$ cat config.mk
export PLATFORM = sky130hd
export DESIGN_NAME = wc_store_buffer
export DESIGN_NICKNAME = d
export VERILOG_FILES = /design/src/rtl/wcsb_pkg.sv /design/src/rtl/wcsb_entry.sv /design/src/rtl/wcsb_ctrl.sv /design/src/rtl/wc_store_buffer.sv
export SDC_FILE = /design/constraint.sdc
export NUM_CORES = 2
export LEC_CHECK = 0
export ABC_CLOCK_PERIOD_IN_PS = 4400
export BUFFER_PORTS_ARGS = -buffer_cell sky130_fd_sc_hd__buf_2
export CORE_ASPECT_RATIO = 0.5
export CORE_MARGIN = 2
export CORE_UTILIZATION = 45
export CTS_BUF_LIST = sky130_fd_sc_hd__clkbuf_4
export DETAILED_ROUTE_END_ITERATION = 7
export PLACE_DENSITY = 0.66
export SYNTH_ARGS = -nofsm -noshare
export SYNTH_HDL_FRONTEND = slang
export SYNTH_SLANG_ARGS = --single-unit
$ cat constraint.sdc
create_clock -name clk -period 4.4 [get_ports clk]
set_clock_uncertainty 0.2 [all_clocks]
set_input_delay 0.44 -clock clk [delete_from_list [all_inputs] [get_ports clk]]
set_output_delay 0.44 -clock clk [all_outputs]
set_load 0.005 [all_outputs]
$ cat src/rtl/wcsb_pkg.sv
package wcsb_pkg;

  // reason the head entry is being offered to the memory port
  typedef enum logic [1:0] {
    DR_NONE     = 2'd0,
    DR_FENCE    = 2'd1,
    DR_LINEFULL = 2'd2,
    DR_PRESSURE = 2'd3
  } drain_why_e;

endpackage

$ cat src/rtl/wcsb_entry.sv
module wcsb_entry #(
  parameter int LINE_BYTES = 32,
  parameter int ST_BYTES   = 16,
  parameter int LN_W       = 27,
  parameter int HSEL_W     = 1
) (
  input  logic                    clk,
  input  logic                    rst_n,
  input  logic                    alloc_i,
  input  logic                    merge_i,
  input  logic                    clear_i,
  input  logic [LN_W-1:0]         line_i,
  input  logic [HSEL_W-1:0]       half_i,
  input  logic [8*ST_BYTES-1:0]   data_i,
  input  logic [ST_BYTES-1:0]     ben_i,
  output logic                    vld_o,
  output logic [LN_W-1:0]         line_o,
  output logic [8*LINE_BYTES-1:0] data_o,
  output logic [LINE_BYTES-1:0]   be_o
);

  logic                    vld_q, vld_n;
  logic [LN_W-1:0]         line_q;
  logic [LINE_BYTES-1:0]   be_q, be_n, wr_b;
  logic [8*LINE_BYTES-1:0] data_q, data_n;

  // per-byte write strobes: lane picked by the half select, byte by enable
  for (genvar b = 0; b < LINE_BYTES; b++) begin : g_byte
    localparam int LANE = b / ST_BYTES;
    localparam int K    = b % ST_BYTES;
    assign wr_b[b] = (alloc_i | merge_i) & (half_i == HSEL_W'(LANE)) & ben_i[K];
    always_comb begin
      data_n[8*b +: 8] = wr_b[b] ? data_i[8*K +: 8] : data_q[8*b +: 8];
    end
  end

  always_comb begin
    vld_n = vld_q;
    be_n  = be_q;
    if (clear_i) begin
      vld_n = 1'b0;
      be_n  = '0;
    end else if (alloc_i) begin
      vld_n = 1'b1;
      be_n  = wr_b;
    end else if (merge_i) begin
      be_n  = be_q | wr_b;
    end
  end

  always_ff @(posedge clk or negedge rst_n) begin
    if (!rst_n) begin
      vld_q  <= 1'b0;
      be_q   <= '0;
      line_q <= '0;
    end else begin
      vld_q <= vld_n;
      be_q  <= be_n;
      if (alloc_i) line_q <= line_i;
    end
  end

  // data payload needs no reset: enables gate every use of it
  always_ff @(posedge clk) begin
    if (|wr_b) data_q <= data_n;
  end

  assign vld_o  = vld_q;
  assign line_o = line_q;
  assign data_o = data_q;
  assign be_o   = be_q;

endmodule

$ cat src/rtl/wcsb_ctrl.sv
module wcsb_ctrl #(
  parameter int ENTRIES = 4
) (
  input  logic                       clk,
  input  logic                       rst_n,
  input  logic                       push_i,
  input  logic                       pop_i,
  input  logic                       fence_req_i,
  output logic [$clog2(ENTRIES)-1:0] head_o,
  output logic [$clog2(ENTRIES)-1:0] tail_o,
  output logic                       full_o,
  output logic                       fence_busy_o,
  output logic                       fence_done_o
);

  localparam int IDX_W = $clog2(ENTRIES);
  localparam int CNT_W = $clog2(ENTRIES + 1);

  logic [IDX_W-1:0] head_q, head_n, tail_q, tail_n;
  logic [CNT_W-1:0] cnt_q, cnt_n;
  logic             busy_q, busy_n, done_q, done_n, fence_any;

  always_comb begin
    head_n = head_q;
    tail_n = tail_q;
    if (pop_i)  head_n = (head_q == IDX_W'(ENTRIES - 1)) ? '0 : head_q + 1'b1;
    if (push_i) tail_n = (tail_q == IDX_W'(ENTRIES - 1)) ? '0 : tail_q + 1'b1;
    cnt_n     = cnt_q + CNT_W'(push_i) - CNT_W'(pop_i);
    fence_any = busy_q | fence_req_i;
    busy_n    = fence_any & (cnt_n != '0);
    done_n    = fence_any & (cnt_n == '0);
  end

  always_ff @(posedge clk or negedge rst_n) begin
    if (!rst_n) begin
      head_q <= '0;
      tail_q <= '0;
      cnt_q  <= '0;
      busy_q <= 1'b0;
      done_q <= 1'b0;
    end else begin
      head_q <= head_n;
      tail_q <= tail_n;
      cnt_q  <= cnt_n;
      busy_q <= busy_n;
      done_q <= done_n;
    end
  end

  assign head_o       = head_q;
  assign tail_o       = tail_q;
  assign full_o       = (cnt_q == CNT_W'(ENTRIES));
  assign fence_busy_o = busy_q;
  assign fence_done_o = done_q;

endmodule

$ cat src/rtl/wc_store_buffer.sv
module wc_store_buffer
  import wcsb_pkg::*;
#(
  parameter int ADDR_W     = 32,
  parameter int LINE_BYTES = 32,
  parameter int ST_BYTES   = 16,
  parameter int ENTRIES    = 4
) (
  input  logic                    clk,
  input  logic                    rst_n,
  input  logic                    st_valid_i,
  output logic                    st_ready_o,
  input  logic [ADDR_W-1:0]       st_addr_i,
  input  logic [8*ST_BYTES-1:0]   st_data_i,
  input  logic                    st_masked_i,
  input  logic [8*ST_BYTES-1:0]   st_mask_i,
  input  logic                    st_cached_i,
  input  logic                    fence_req_i,
  output logic                    fence_done_o,
  output logic                    align_fault_o,
  output logic                    evict_valid_o,
  output logic [ADDR_W-1:0]       evict_addr_o,
  output logic                    mw_valid_o,
  input  logic                    mw_ready_i,
  output logic [ADDR_W-1:0]       mw_addr_o,
  output logic [8*LINE_BYTES-1:0] mw_data_o,
  output logic [LINE_BYTES-1:0]   mw_be_o
);

  localparam int OFS_W    = $clog2(LINE_BYTES);
  localparam int ST_OFS_W = $clog2(ST_BYTES);
  localparam int LN_W     = ADDR_W - OFS_W;
  localparam int HSEL_W   = OFS_W - ST_OFS_W;
  localparam int IDX_W    = $clog2(ENTRIES);

  logic [LN_W-1:0]         st_line;
  logic [HSEL_W-1:0]       st_half;
  logic                    misalign;
  logic [ST_BYTES-1:0]     st_ben;
  logic [7*ST_BYTES-1:0]   mask_low_unused;

  logic [ENTRIES-1:0]      e_vld, e_hit, e_alloc, e_merge, e_clear;
  logic [LN_W-1:0]         e_line [ENTRIES];
  logic [8*LINE_BYTES-1:0] e_data [ENTRIES];
  logic [LINE_BYTES-1:0]   e_be   [ENTRIES];

  logic [IDX_W-1:0]        head, tail, hit_idx;
  logic                    full, fence_busy, hit_any, press;
  logic                    st_fire, st_buf, drain_fire, head_busy_hit;
  drain_why_e              why;

  logic                    fault_q, fault_n, evict_q, evict_n;
  logic [ADDR_W-1:0]       evict_addr_q, evict_addr_n;

  assign st_line  = st_addr_i[ADDR_W-1:OFS_W];
  assign st_half  = st_addr_i[OFS_W-1:ST_OFS_W];
  assign misalign = |st_addr_i[ST_OFS_W-1:0];

  // only the top bit of each mask byte selects its byte
  for (genvar k = 0; k < ST_BYTES; k++) begin : g_ben
    assign st_ben[k]                 = ~st_masked_i | st_mask_i[8*k+7];
    assign mask_low_unused[7*k +: 7] = st_mask_i[8*k +: 7];
  end

  for (genvar i = 0; i < ENTRIES; i++) begin : g_ent
    assign e_hit[i]   = e_vld[i] & (e_line[i] == st_line);
    assign e_alloc[i] = st_buf & ~hit_any & (tail == IDX_W'(i));
    assign e_merge[i] = st_buf & e_hit[i];
    assign e_clear[i] = drain_fire & (head == IDX_W'(i));

    wcsb_entry #(
      .LINE_BYTES(LINE_BYTES),
      .ST_BYTES  (ST_BYTES),
      .LN_W      (LN_W),
      .HSEL_W    (HSEL_W)
    ) u_entry (
      .clk    (clk),
      .rst_n  (rst_n),
      .alloc_i(e_alloc[i]),
      .merge_i(e_merge[i]),
      .clear_i(e_clear[i]),
      .line_i (st_line),
      .half_i (st_half),
      .data_i (st_data_i),
      .ben_i  (st_ben),
      .vld_o  (e_vld[i]),
      .line_o (e_line[i]),
      .data_o (e_data[i]),
      .be_o   (e_be[i])
    );
  end

  always_comb begin
    hit_any = 1'b0;
    hit_idx = '0;
    for (int i = 0; i < ENTRIES; i++) begin
      if (e_hit[i]) begin
        hit_any = 1'b1;
        hit_idx = IDX_W'(i);
      end
    end
  end

  wcsb_ctrl #(.ENTRIES(ENTRIES)) u_ctrl (
    .clk         (clk),
    .rst_n       (rst_n),
    .push_i      (st_buf & ~hit_any),
    .pop_i       (drain_fire),
    .fence_req_i (fence_req_i),
    .head_o      (head),
    .tail_o      (tail),
    .full_o      (full),
    .fence_busy_o(fence_busy),
    .fence_done_o(fence_done_o)
  );

  // a store to a new line with every entry open forces the oldest out
  assign press = st_valid_i & ~misalign & ~hit_any & full & ~fence_busy & ~fence_req_i;

  always_comb begin
    why = DR_NONE;
    if (e_vld[head]) begin
      if (fence_busy)        why = DR_FENCE;
      else if (&e_be[head])  why = DR_LINEFULL;
      else if (press)        why = DR_PRESSURE;
    end
  end

  assign mw_valid_o    = (why != DR_NONE);
  assign drain_fire    = mw_valid_o & mw_ready_i;
  assign head_busy_hit = hit_any & (hit_idx == head) & mw_valid_o;

  assign st_ready_o = ~fence_busy & ~fence_req_i &
                      (misalign | (hit_any ? ~head_busy_hit : ~full));
  assign st_fire    = st_valid_i & st_ready_o;
  assign st_buf     = st_fire & ~misalign;

  assign mw_addr_o = {e_line[head], {OFS_W{1'b0}}};
  assign mw_data_o = e_data[head];
  assign mw_be_o   = e_be[head];

  always_comb begin
    fault_n      = st_fire & misalign;
    evict_n      = st_buf & st_cached_i;
    evict_addr_n = evict_addr_q;
    if (evict_n) evict_addr_n = {st_line, {OFS_W{1'b0}}};
  end

  always_ff @(posedge clk or negedge rst_n) begin
    if (!rst_n) begin
      fault_q      <= 1'b0;
      evict_q      <= 1'b0;
      evict_addr_q <= '0;
    end else begin
      fault_q      <= fault_n;
      evict_q      <= evict_n;
      evict_addr_q <= evict_addr_n;
    end
  end

  assign align_fault_o = fault_q;
  assign evict_valid_o = evict_q;
  assign evict_addr_o  = evict_addr_q;

endmodule

==> flow_summary_export.csv <==
group,metric,value,unit
outcome,status,"finished with violations",
outcome,failed_checks,"setup timing",
floorplan,die_h,246,µm
detailed_routing,drtIter0Drc,2312,
worst_setup_path,worstSetupEndpointType,"primary output",
global_routing,grt_pass1_vias,33074,
global_routing,antenna_found_initial,6,
placement,dpl_cell_area,59000,µm²
sta,fmax,223,MHz
sta,maxSlewHeadroom,22.5,%
global_routing,busiest_layer,"met2",
global_routing,grt_overflow,0,
logic_synthesis,avgSynthCellArea,18.9,µm²
detailed_routing,remaining_drc_errors,0,
floorplan,num_rows,88,
cells_and_area,fin_util,57.7,%
worst_setup_path,critPathSlowestCell,"or4_4",
logic_synthesis,synthDominantCellAreaShare,58.2,%
clocking,clk-insertion-delay-late,1260,ps
sta,min_period,4490,ps
logic_synthesis,yosysTopAreaCell,"edfxtp_1",
power_and_ir_drop,total_power,32000,µW
clocking,ctsRootBufferMaster,"clkbuf_4",
clocking,clockBufferDepth,4,
power_and_ir_drop,power_density,479,nW/µm²
placement,portBuffers,529,
logic_synthesis,synthCells,2791,
power_and_ir_drop,cellLeakagePower,0.0258,µW
logic_synthesis,synth_area_leaders,"edfxtp_1, mux4_2, dfrtp_1",
sta,fin_tns_setup,-85.4,ps
sta,period_share,102,%
global_routing,grt_use_met3,4.83,%
cells_and_area,area_delta_synth_final,26.5,%
floorplan,start_util,45.6,%
logic_synthesis,syn_area,52800,µm²
clocking,cts_buffers,307,
hold_path,hold_path_class,"in -> reg",
cells_and_area,fin_nets,4400,
detailed_routing,vias,31602,
cells_and_area,drive_gt1_share,42.6,%
sta,hold_violations,0,
sta,rsz0062_at_grt,"yes",
cells_and_area,n_fill_cell,8955,
logic_synthesis,yosysSeqAreaShare,71.4,%
logic_synthesis,async_flop_share,21.4,%
sta,setup_viol,1,
global_routing,grt_usage,23.2,%
cells_and_area,fin_area,66800,µm²
power_and_ir_drop,peakVddDrop,0.321,mV
floorplan,core_area,116000,µm²
cells_and_area,multi_input_area,14400,µm²
job,cap_violations,0,
worst_setup_path,max_stage_delay,460,ps
detailed_routing,routed_wire_length_per_instance,23.7,µm
floorplan,die-area,120000,µm²
floorplan,ios,652,
placement,gp_congestion,0.870,
worst_setup_path,worstPathCellList,"xnor2_2, buf_4, nand4_1, or4_1, or4_4, buf_6, buf_4, a41oi_4, o211ai_4, and3_4, buf_6",
logic_synthesis,synth-edff-count,1024,
detailed_routing,wl,140000,µm
clocking,h-tree-depth,5,
sta,drv_slew,0,
clocking,cts_tree,"yes",
sta,tightest_slew,1150,ps
sta,setup_slack,-85.4,ps
cells_and_area,seqCellArea,37700,µm²
floorplan,fp.dieW,489,µm
worst_setup_path,arrival,3850,ps
worst_setup_path,critPathKind,"reg -> out",
logic_synthesis,ys_warn_count,0,
logic_synthesis,ys_types,55,
detailed_routing,routed_via_density,5.37,
logic_synthesis,ys_ff_latch,1302,
global_routing,use_met1,29.6,%
worst_setup_path,startpoint_type,"register",
worst_setup_path,crit_required,3760,ps
clocking,cts.sinks,1302,
global_routing,grt_pass1_wl,206000,µm
clocking,cts.clk_slew.worst_paths,80,ps
sta,whs,141,ps
global_routing,grtUsageMet2,39.1,%
global_routing,grt_max_degree,95,
detailed_routing,first_pass_iters,8,
placement,dp.final_hpwl,89100,µm
logic_synthesis,synth_flop_cell,"edfxtp_1",
detailed_routing,drtAntennaViolNets,0,
worst_setup_path,crit_fanout,2,
## kinds of logic (layout without fill, tap and decap cells)
family                     Yosys count  after routing  synth area share, %
muxes                              520            520                 17.7
and+or+nand+nor                    454            454                 4.32
DFF                               1302           1302                 71.4
AOI/OAI and AO/OA                  151            151                 2.44
xor gates and xnor gates           110            110                 1.82
buffers and inverters              242           1742                 2.12
adders and majority gates           11             11                0.275
other                                1             17              0.00710
## cell usage after synthesis, types with 22 or more instances
library cell	count
nand4_1	39
xor2_1	46
o32ai_1	32
dfrtp_1	278
mux2_1	22
buf_1	51
buf_2	60
nand3_1	78
edfxtp_1	1024
nor2_1	185
nand2b_1	32
nor4_1	22
inv_1	46
a32oi_1	29
mux2i_1	67
mux2_2	115
nand2_1	29
a21oi_2	60
xnor2_1	64
clkbuf_1	59
mux4_2	316
## final timing paths
check / slack, ps / cells after the start / startpoint / endpoint
min in group asynchronous: 240 / 4 / rst_n / g_ent[2].u_entry.be_o[22]$_DFFE_PN0P_
setup / recovery: -90 / 11 / g_ent[3].u_entry.line_o[21]$_DFFE_PN0P_ / st_ready_o
hold reg to reg: 290 / 1 / evict_addr_o[26]$_DFFE_PN0P_ / evict_addr_o[26]$_DFFE_PN0P_
setup reg to reg: 150 / 16 / u_ctrl.head_o[0]$_DFFE_PN0P_ / u_ctrl.fence_busy_o$_DFF_PN0_
max in group asynchronous: 3270 / 4 / rst_n / g_ent[1].u_entry.line_o[8]$_DFFE_PN0P_
hold / removal: 140 / 6 / st_mask_i[15] / g_ent[0].u_entry.be_o[1]$_DFFE_PN0P_
## layout by cell type (no fill, tap or decap), types with 41 or more instances in the layout
master         count
xor2_1            46
xnor2_1           54
nor2_1           181
mux2i_1           67
mux4_2           316
nand3_1           74
buf_2            527
a21oi_2           60
mux2_2           115
clkbuf_4         459
buf_4            252
dfrtp_1          276
dlygate4sd3_1    365
clkinv_1          41
edfxtp_1        1024
inv_1             46
## state kept, by name, summed over array words and instances (netlist names)
signal                cells
g_ent.u_entry.vld_o       4
u_ctrl.tail_o             2
align_fault_o             1
g_ent.u_entry.line_o    108
g_ent.u_entry.be_o      128
u_ctrl.cnt_q              3
u_ctrl.fence_busy_o       1
u_ctrl.head_o             2
g_ent.u_entry.data_o   1024
evict_addr_o             27
u_ctrl.fence_done_o       1
evict_valid_o             1
## routing by layer
layer / up-vias / wire (µm)
met4: 0 / 4130
met2: 1117 / 71300
li1: 13906 / -
met1: 16312 / 55600
met5: - / 0
met3: 267 / 8580
## report_power, final
| group | total [µW] | internal (µW) | switching (µW) |
|---|---|---|---|
| clock network | 9680 | 4980 | 4710 |
| registers | 13900 | 13600 | 281 |
| logic | 8450 | 4230 | 4230 |
| total | 32000 | 22800 | 9210 |
## layout make-up
class / count / share of cell area [%]
clock buffer: 459 / 5.16
timing repair buffer: 1181 / 13.2
tap: 1575 / 2.95
multi-input combinational: 1256 / 21.5
inverter: 46 / 0.258
sequential: 1302 / 56.4
antenna: 7 / 0.0262
clock inverter: 56 / 0.483
## metrics by stage
stage | setup WS [ps] | cells
finish | -85.4 | 5882
global route | -223 | 5881
CTS | -219 | 5869
detailed placement | -145 | 4981
global placement | -172 | 4981
floorplan | 3.99 | 2800
## critical path: cells and delay by family, from the launching register on
family                 cells  cell delay, ps
AND/OR/NAND/NOR            4            1180
buffers and inverters      4             570
flip-flops                 1             410
AO/OA/AOI/OAI              2             280
XOR/XNOR                   1             210
## repair_timing
action / in CTS / in global routing
buffers inserted: 7 / 4
pin swaps: 9 / 5
hold buffers: 366 / 0
endpoints found under the setup margin: 110 / 24
resized for setup: 31 / 23
hold endpoints to repair: 2520 / 0
gates cloned: 0 / 2
Power figures use the tool's default switching activity.
